[config.mk]
export PLATFORM = sky130hd
export DESIGN_NAME = burst_col_seq
export DESIGN_NICKNAME = d
export VERILOG_FILES = /design/src/rtl/bcs_pkg.sv /design/src/rtl/bcs_mode_reg.sv /design/src/rtl/bcs_addr_gen.sv /design/src/rtl/bcs_lat_pipe.sv /design/src/rtl/burst_col_seq.sv
export SDC_FILE = /design/constraint.sdc
export NUM_CORES = 1
export LEC_CHECK = 0
export ABC_AREA = 1
export BUFFER_PORTS_ARGS = -buffer_cell sky130_fd_sc_hd__clkbuf_2
export CORE_ASPECT_RATIO = 1.25
export CORE_MARGIN = 1.5
export CORE_UTILIZATION = 35
export DETAILED_ROUTE_END_ITERATION = 12
export PLACE_DENSITY = 0.66
export SYNTH_ARGS = -nofsm -noshare
export SYNTH_HDL_FRONTEND = slang
export SYNTH_HIERARCHICAL = 1
export SYNTH_SLANG_ARGS = --single-unit
[constraint.sdc]
create_clock -name clk -period 2.17 [get_ports clk]
set_input_delay 0 -clock clk [delete_from_list [all_inputs] [get_ports clk]]
set_output_delay 0 -clock clk [all_outputs]
set_load 0.02 [all_outputs]
[src/rtl/bcs_pkg.sv]
package bcs_pkg;

    localparam int MODE_W = 7;

    localparam logic [2:0] BL_ONE  = 3'b000;
    localparam logic [2:0] BL_TWO  = 3'b001;
    localparam logic [2:0] BL_FOUR = 3'b010;
    localparam logic [2:0] BL_EIGHT = 3'b011;
    localparam logic [2:0] BL_FULL = 3'b111;

    typedef struct packed {
        logic [2:0] lat;
        logic       inter;
        logic [2:0] blen;
    } mode_t;

    function automatic logic lat_ok(input logic [2:0] code);
        return (code == 3'd1) || (code == 3'd2) || (code == 3'd3);
    endfunction

    function automatic logic [3:0] last_beat(input logic [2:0] code);
        logic [3:0] r;
        case (code)
            BL_TWO:   r = 4'd1;
            BL_FOUR:  r = 4'd3;
            BL_EIGHT: r = 4'd7;
            default:  r = 4'd0;
        endcase
        return r;
    endfunction

    function automatic logic blen_ok(input logic [2:0] code, input logic inter);
        logic r;
        if (inter) r = (code == BL_FOUR) || (code == BL_EIGHT);
        else       r = (code == BL_ONE) || (code == BL_TWO) || (code == BL_FOUR) ||
                       (code == BL_EIGHT) || (code == BL_FULL);
        return r;
    endfunction

endpackage

[src/rtl/bcs_mode_reg.sv]
module bcs_mode_reg
    import bcs_pkg::*;
#(
    parameter logic [MODE_W-1:0] RESET_MODE = 7'h10
) (
    input  logic  clk,
    input  logic  rst_n,
    input  logic  load_i,
    input  mode_t word_i,
    input  logic  busy_i,
    input  logic  rd_i,
    output mode_t mode_o,
    output logic  illegal_o,
    output logic  refused_o
);

    typedef struct packed {
        mode_t mode;
        logic  refused;
    } mreg_t;

    mreg_t st_d, st_q;

    always_comb begin
        st_d         = st_q;
        st_d.refused = 1'b0;
        if (load_i) begin
            if (busy_i || rd_i) st_d.refused = 1'b1;
            else                st_d.mode    = word_i;
        end
    end

    always_ff @(posedge clk or negedge rst_n) begin
        if (!rst_n) begin
            st_q.mode    <= mode_t'(RESET_MODE);
            st_q.refused <= 1'b0;
        end else begin
            st_q <= st_d;
        end
    end

    assign mode_o    = st_q.mode;
    assign refused_o = st_q.refused;
    assign illegal_o = !lat_ok(st_q.mode.lat) || !blen_ok(st_q.mode.blen, st_q.mode.inter);

endmodule

[src/rtl/bcs_addr_gen.sv]
module bcs_addr_gen
    import bcs_pkg::*;
#(
    parameter int COL_W = 8
) (
    input  logic             clk,
    input  logic             rst_n,
    input  logic             go_i,
    input  logic [COL_W-1:0] start_i,
    input  logic             stop_i,
    input  logic             inter_i,
    input  logic [2:0]       blen_i,
    output logic [COL_W-1:0] col_o,
    output logic             valid_o
);

    typedef struct packed {
        logic             active;
        logic [COL_W-1:0] base;
        logic [COL_W-1:0] cnt;
        logic [COL_W-1:0] col;
    } agen_t;

    agen_t st_d, st_q;

    logic [COL_W-1:0] last;
    logic [COL_W-1:0] nxt;
    logic             full;
    logic             at_end;

    always_comb begin
        last   = COL_W'(last_beat(blen_i));
        full   = (blen_i == BL_FULL);
        nxt    = st_q.cnt + 1'b1;
        at_end = !full && (st_q.cnt == last);

        st_d = st_q;
        if (go_i) begin
            st_d.active = 1'b1;
            st_d.base   = start_i;
            st_d.cnt    = '0;
            st_d.col    = start_i;
        end else if (st_q.active) begin
            if (stop_i || at_end) begin
                st_d.active = 1'b0;
            end else begin
                st_d.cnt = nxt;
                if (inter_i) st_d.col = st_q.base ^ (nxt & last);
                else         st_d.col = st_q.base + nxt;
            end
        end
    end

    always_ff @(posedge clk or negedge rst_n) begin
        if (!rst_n) st_q <= '0;
        else        st_q <= st_d;
    end

    assign col_o   = st_q.col;
    assign valid_o = st_q.active;

endmodule

[src/rtl/bcs_lat_pipe.sv]
module bcs_lat_pipe #(
    parameter int MAX_LAT = 3
) (
    input  logic       clk,
    input  logic       rst_n,
    input  logic       in_i,
    input  logic [2:0] lat_i,
    output logic       out_o,
    output logic       pending_o
);

    localparam int STAGES = MAX_LAT - 1;

    generate
        if (STAGES > 0) begin : g_pipe
            logic [STAGES-1:0] pipe_d, pipe_q;

            always_comb begin
                pipe_d[0] = in_i;
                for (int s = 1; s < STAGES; s++) pipe_d[s] = pipe_q[s-1];
            end

            always_ff @(posedge clk or negedge rst_n) begin
                if (!rst_n) pipe_q <= '0;
                else        pipe_q <= pipe_d;
            end

            always_comb begin
                out_o = 1'b0;
                if (lat_i == 3'd1) out_o = in_i;
                for (int s = 0; s < STAGES; s++)
                    if (lat_i == 3'(s + 2)) out_o = pipe_q[s];
            end

            assign pending_o = |pipe_q;
        end else begin : g_direct
            assign out_o     = in_i && (lat_i == 3'd1);
            assign pending_o = 1'b0;
        end
    endgenerate

endmodule

[src/rtl/burst_col_seq.sv]
module burst_col_seq
    import bcs_pkg::*;
#(
    parameter int COL_W   = 8,
    parameter int MAX_LAT = 3
) (
    input  logic             clk,
    input  logic             rst_n,
    input  logic             mode_load,
    input  logic [6:0]       mode_word,
    input  logic             rd_cmd,
    input  logic [COL_W-1:0] start_col,
    input  logic             burst_stop,
    output logic [COL_W-1:0] col_addr,
    output logic             col_valid,
    output logic             data_valid,
    output logic             cfg_error
);

    mode_t mode_q;
    logic  cfg_illegal;
    logic  load_refused;
    logic  pending;
    logic  busy;
    logic  rd_go;

    assign busy  = col_valid || pending;
    assign rd_go = rd_cmd && !cfg_illegal;

    bcs_mode_reg #(.RESET_MODE(7'h10)) u_mode (
        .clk      (clk),
        .rst_n    (rst_n),
        .load_i   (mode_load),
        .word_i   (mode_t'(mode_word)),
        .busy_i   (busy),
        .rd_i     (rd_cmd),
        .mode_o   (mode_q),
        .illegal_o(cfg_illegal),
        .refused_o(load_refused)
    );

    bcs_addr_gen #(.COL_W(COL_W)) u_agen (
        .clk    (clk),
        .rst_n  (rst_n),
        .go_i   (rd_go),
        .start_i(start_col),
        .stop_i (burst_stop),
        .inter_i(mode_q.inter),
        .blen_i (mode_q.blen),
        .col_o  (col_addr),
        .valid_o(col_valid)
    );

    bcs_lat_pipe #(.MAX_LAT(MAX_LAT)) u_lat (
        .clk      (clk),
        .rst_n    (rst_n),
        .in_i     (col_valid),
        .lat_i    (mode_q.lat),
        .out_o    (data_valid),
        .pending_o(pending)
    );

    assign cfg_error = cfg_illegal || load_refused;

endmodule

[Word level (Yosys, flattened, before mapping)]
Index checks and enable logic that the tools add are counted.
Storage, ports and cells
  register bits: 35
  latch bits: 0
  memory bits (writable): 0
  ROM bits: 0
  bits of input ports: 20
  output and inout bits: 11
  word-level logic and storage cells: 60
  memories: 0
Cells by class
  add/sub/neg operators: 2
  multiply operators: 0
  divide/modulo/power cells: 0
  $lt $le $gt $ge: 0
  equal/unequal tests: 9
  shift-type cells: 0
  mux-type cells: 14
  bitwise logic cells: 3
  reductions and logical operators: 23
Operators with widths (count)
  $mux W16: 3
  $eq A3 B2 Y1 const B: 4
  $logic_or A1 B1 Y1: 12
  $mux W1: 9
  $pmux W3 S3: 1
  $add A8 B1 Y8 const B: 1
  $add A8 B8 Y8: 1
  $and A8 B3 Y8: 1
  $eq A8 B3 Y1: 1
  $mux W8: 1
  $xor A8 B8 Y8: 1
  $eq A3 B1 Y1 const B: 2
  $logic_not A1 Y1: 4
  $reduce_and A2 Y1: 2
  $eq A3 B3 Y1 const B: 1
  $logic_not A3 Y1: 1
  $logic_and A1 B1 Y1: 2
  $ne A2 B2 Y1 const B: 1
  $reduce_bool A2 Y1: 1
  $reduce_or A2 Y1: 1
  $not A1 Y1: 1

[Longest topological paths before layout]
  depth in word-level cells: 12
  gate-level depth with buffers: 16
  mapped depth without buffers: 16

[Hierarchy]
The synthesis kept the hierarchy.
Modules (own cells, without submodules)
  bcs_addr_gen: instances 1, cells each 252, area an instance 1808.0 um^2, sequential area each 625.6 um^2
  bcs_mode_reg: instances 1, cells each 42, area an instance 355.3 um^2, sequential area each 201.4 um^2
  bcs_lat_pipe: instances 1, cells each 10, area an instance 87.6 um^2, sequential area each 50.0 um^2
  burst_col_seq: instances 1, cells each 8, area an instance 30.0 um^2, sequential area each 0.0 um^2

[Worst setup path before layout]
OpenSTA, ideal clock, no wires.
  kind: flip-flop to flip-flop
  from: register u_agen/st_q[9] (netlist name)
  to: register u_agen.st_q (netlist bit u_agen/col_o[7])
  library setup time: 0.117 ns
  data arrival time: 1.904 ns
  required time: 2.053 ns
  path slack: 0.149 ns
  cell stages (with the launch flop): 13
  buffers on the path: 0
  period minus slack after synthesis: 2.021 ns
  path through: dfrtp_1 -> ha_1 -> xor2_1 -> ha_1 -> or2_2 -> nand2_1 -> nor2_1 -> nor2_1 -> nand2_1 -> nand3_1 -> nand2_1 -> nand3_1 -> nand2_1
On the way
  longest elaborated chain between the ends: 7
  elaborated cells on any way between the ends: 13
  those cells by class: add/sub: 2; eq/ne: 2; mux: 4; bitwise: 2; reduce/logical: 3
RTL lines
  start, declared: line bcs_addr_gen.sv:24  | agen_t st_d, st_q;
  start signal, assigned: line bcs_addr_gen.sv:56  | else st_q <= st_d;
  parallel branches: the longest is 7 deep, another holds $add A8 B1 Y8
Several ways; the timed one is not identified. The select of a mux whose other input is x is not followed.
A chain may end at the register's enable or synchronous reset.

[Worst setup path in the final report]
Ends and elaborated chain as after synthesis.

==> impl_metrics.py <==
metrics = {
    "synth": {
        "synth_area_leader_cell": "dfrtp_1",
        "synth-edff-count": 0,
        "synth-main-ff-cell": "dfrtp_1",
        "ys_ff_latch": 35,
        "synth_cell_types": 29,
        "yosys-top-cells-area": "dfrtp_1 (37%), nand2_1 (15%), nand3_1 (9.7%)",
        "async_reset_ff_frac": 1.00,
        "syn_inst": 312,
        "yosysWarningCount": 6,
        "synth_top_area_frac": 0.373,
        "synth_nets": 342,
        "synth_area_per_cell_um2": 7.31,
        "ys_seq_area_frac": 0.385,
        "synth_area_um2": 2280,
    },
    "critical_path": {
        "required_ps": 2350,
        "worstSetupEndpoint": "u_agen/col_o[7]",
        "startpoint": "u_agen/st_q[9]",
        "reg2regPathDepth": 15,
        "critPathMaxFanout": 3,
        "startpoint_type": "flop",
        "worstPathArrival_ps": 2360,
        "critPathKind": "flop to flop",
        "regToRegSetupSlack_ps": -10,
        "reg2reg_to": "u_agen/col_o[7]",
        "cp-end-kind": "flop",
        "r2r_start": "u_agen/st_q[9]",
    },
    "routing": {
        "routedWlPerCell_um": 12.0,
        "wl_um": 5380,
        "drtIter0Drc": 106,
        "vias": 2067,
        "antenna_left": 0,
        "vias_per_cell": 4.60,
        "firstDrtPassIters": 4,
        "drc_errors": 0,
    },
    "placement": {
        "placed_cells": 419,
        "io_buffers": 30,
        "gp_congestion": 0.817,
        "hpwl_um": 3610,
    },
    "floorplan": {
        "rows": 32,
        "die_h_um": 93.3,
        "die-area_um2": 7010,
        "ioPinCount": 31,
        "die_x_um": 75.2,
        "start_util": 0.365,
        "core_um2": 6250,
    },
    "timing": {
        "rsz0062_at_grt": "yes",
        "fmax_mhz": 459,
        "period_share": 1.00,
        "hold_violations": 0,
        "fin_ws_ps": -9.65,
        "clock_skew_ps": 5.36,
        "tightest_slew_ps": 897,
        "post-route-min-period_ps": 2180,
        "finalMaxSlewViolations": 0,
        "maxSlewHeadroom": 0.402,
        "setup_viol": 1,
    },
    "cells_and_area": {
        "final_common_cell": "nand2_1",
        "drive_gt1_frac": 0.212,
        "area_growth_pct": 24.1,
        "fin_cells": 449,
        "antennaDiodeCount": 0,
        "mostFrequentLayoutCells": "nand2_1 (90), nand3_1 (43), inv_1 (37), dfrtp_1 (33), clkbuf_2 (30)",
        "layout.nets": 393,
    },
    "cts": {
        "numCtsBuffers": 5,
        "clkSinkCount": 35,
        "worst_skew_pair.late_latency_ps": 290,
        "htreeDepth": 2,
        "clockBufferDepth": 2,
        "cts_tree": "built",
        "cts-root-buf": "clkbuf_8",
        "path_clk_slew_ps": 80,
    },
    "global_route": {
        "grt_max_degree": 36,
        "use_met1": 0.219,
        "grt_usage": 0.170,
        "antenna_found_initial": 0,
        "top_usage_layer": "met2",
        "grt.met2_usage": 0.288,
        "grt_pass1_wl_um": 9270,
        "grt_pass1_vias": 2073,
        "grt_use_met3": 0.0313,
        "overflow": 0,
    },
    "worst_hold_path": {
        "min-delay-start": "rd_cmd",
        "min_path_type": "input pin to flop",
    },
    "power": {
        "power_density_nw_per_um2": 1530,
        "leakage_nw": 1.50,
        "power_mw": 4.33,
        "vdd_drop_max_uv": 812,
    },
    "status": {
        "status": "complete, but fails checks",
        "violations": "negative setup slack",
    },
    "flow_run": {
        "max_cap_viol_count": 0,
    },
}
-- metrics by stage --
step	utilization	setup TNS (ps)	setup slack, ps	cell area [um2]	hold WS [ps]
finish	0.453	-9.65	-9.65	2830	24.9
global route	0.453	-631	-238	2830	52.2
CTS	0.443	0	8.77	2760	12.8
detailed placement	0.398	-37.3	-37.3	2480	176
global placement	0.398	0	6.59	2480	172
floorplan	-	0	149	2280	-296
-- critical path, cell delays in order (launching register included) --
cell	delay (ps)
dfrtp_1	430
ha_4	190
nand3_4	80
nor3_4	170
xor2_1	230
ha_1	310
nand2_1	90
nand2_2	60
inv_1	50
nand2_1	50
nor2_1	100
nand2_1	80
nand3_1	70
nand2_1	50
nand3_1	60
nand2_1	60
-- cell type report --
cell class	count	area, um2
Multi-Input combinational cell	220	1170
Fill cell	645	3410
Inverter	40	150
Sequential cell	35	878
Tap cell	85	106
Clock buffer	8	100
Timing Repair Buffer	61	423
-- routing by layer --
metal / vias up / wire length [um] / part of all wire
met2: 44 / 2700 / 0.50
met4: 0 / 85 / 0.016
met5: - / 0 / 0
met3: 9 / 167 / 0.031
met1: 929 / 2430 / 0.45
li1: 1085 / - / -
-- Yosys cell counts (3+ instances only) --
master / count
nand2_1: 93
nand3_1: 44
inv_1: 38
dfrtp_1: 34
nor2_1: 19
o21ai_0: 12
a21oi_1: 10
ha_1: 9
buf_4: 8
o21ai_1: 5
xor2_1: 5
buf_2: 4
nand2_2: 4
buf_6: 3
nor2_4: 3
xnor2_1: 3
-- worst min path at each step --
stage	end	cells after the start
detailed placement	u_agen/col_o[2]	1
global placement	u_agen/col_o[2]	1
finish	u_mode/mode_o[4]	4
global route	u_mode/refused_o	3
floorplan	u_agen/col_o[0]	0
CTS	u_mode/mode_o[4]	4
-- cell families (layout without fill, tap and decap cells) --
family                   Yosys count  after routing  share of synthesized area
AND/OR/NAND/NOR                  172            172                      0.338
adder cells (fa/ha/maj)           10             10                     0.0581
AO/OA/AOI/OAI                     30             30                     0.0697
buffers and inverters             57            109                      0.119
flip-flops                        35             35                      0.385
XOR/XNOR                           8              8                     0.0307
-- state kept, by name, summed over array words and instances (netlist names) --
name and count:
u_agen/valid_o 1, u_agen/col_o 8, u_mode/refused_o 1, u_mode/mode_o 7
u_agen/st_q 16, u_lat/g_pipe.pipe_q 2
-- repair_timing --
action | 4_1_cts | 5_1_grt
buffers inserted | 2 | 4
pin swaps | 2 | 4
endpoints found under the hold margin | 50 | 0
resized for setup | 1 | 10
setup endpoints to repair | 1 | 5
hold buffers | 16 | 0
-- where the power goes --
part           switching, mW  internal (mW)  leakage [nW]
Sequential             0.248          0.961         0.441
Clock                  0.244          0.290        0.0515
Combinational           1.56           1.03          1.01
Total                   2.05           2.28          1.50
No activity file was read; power rests on OpenSTA's default activity.
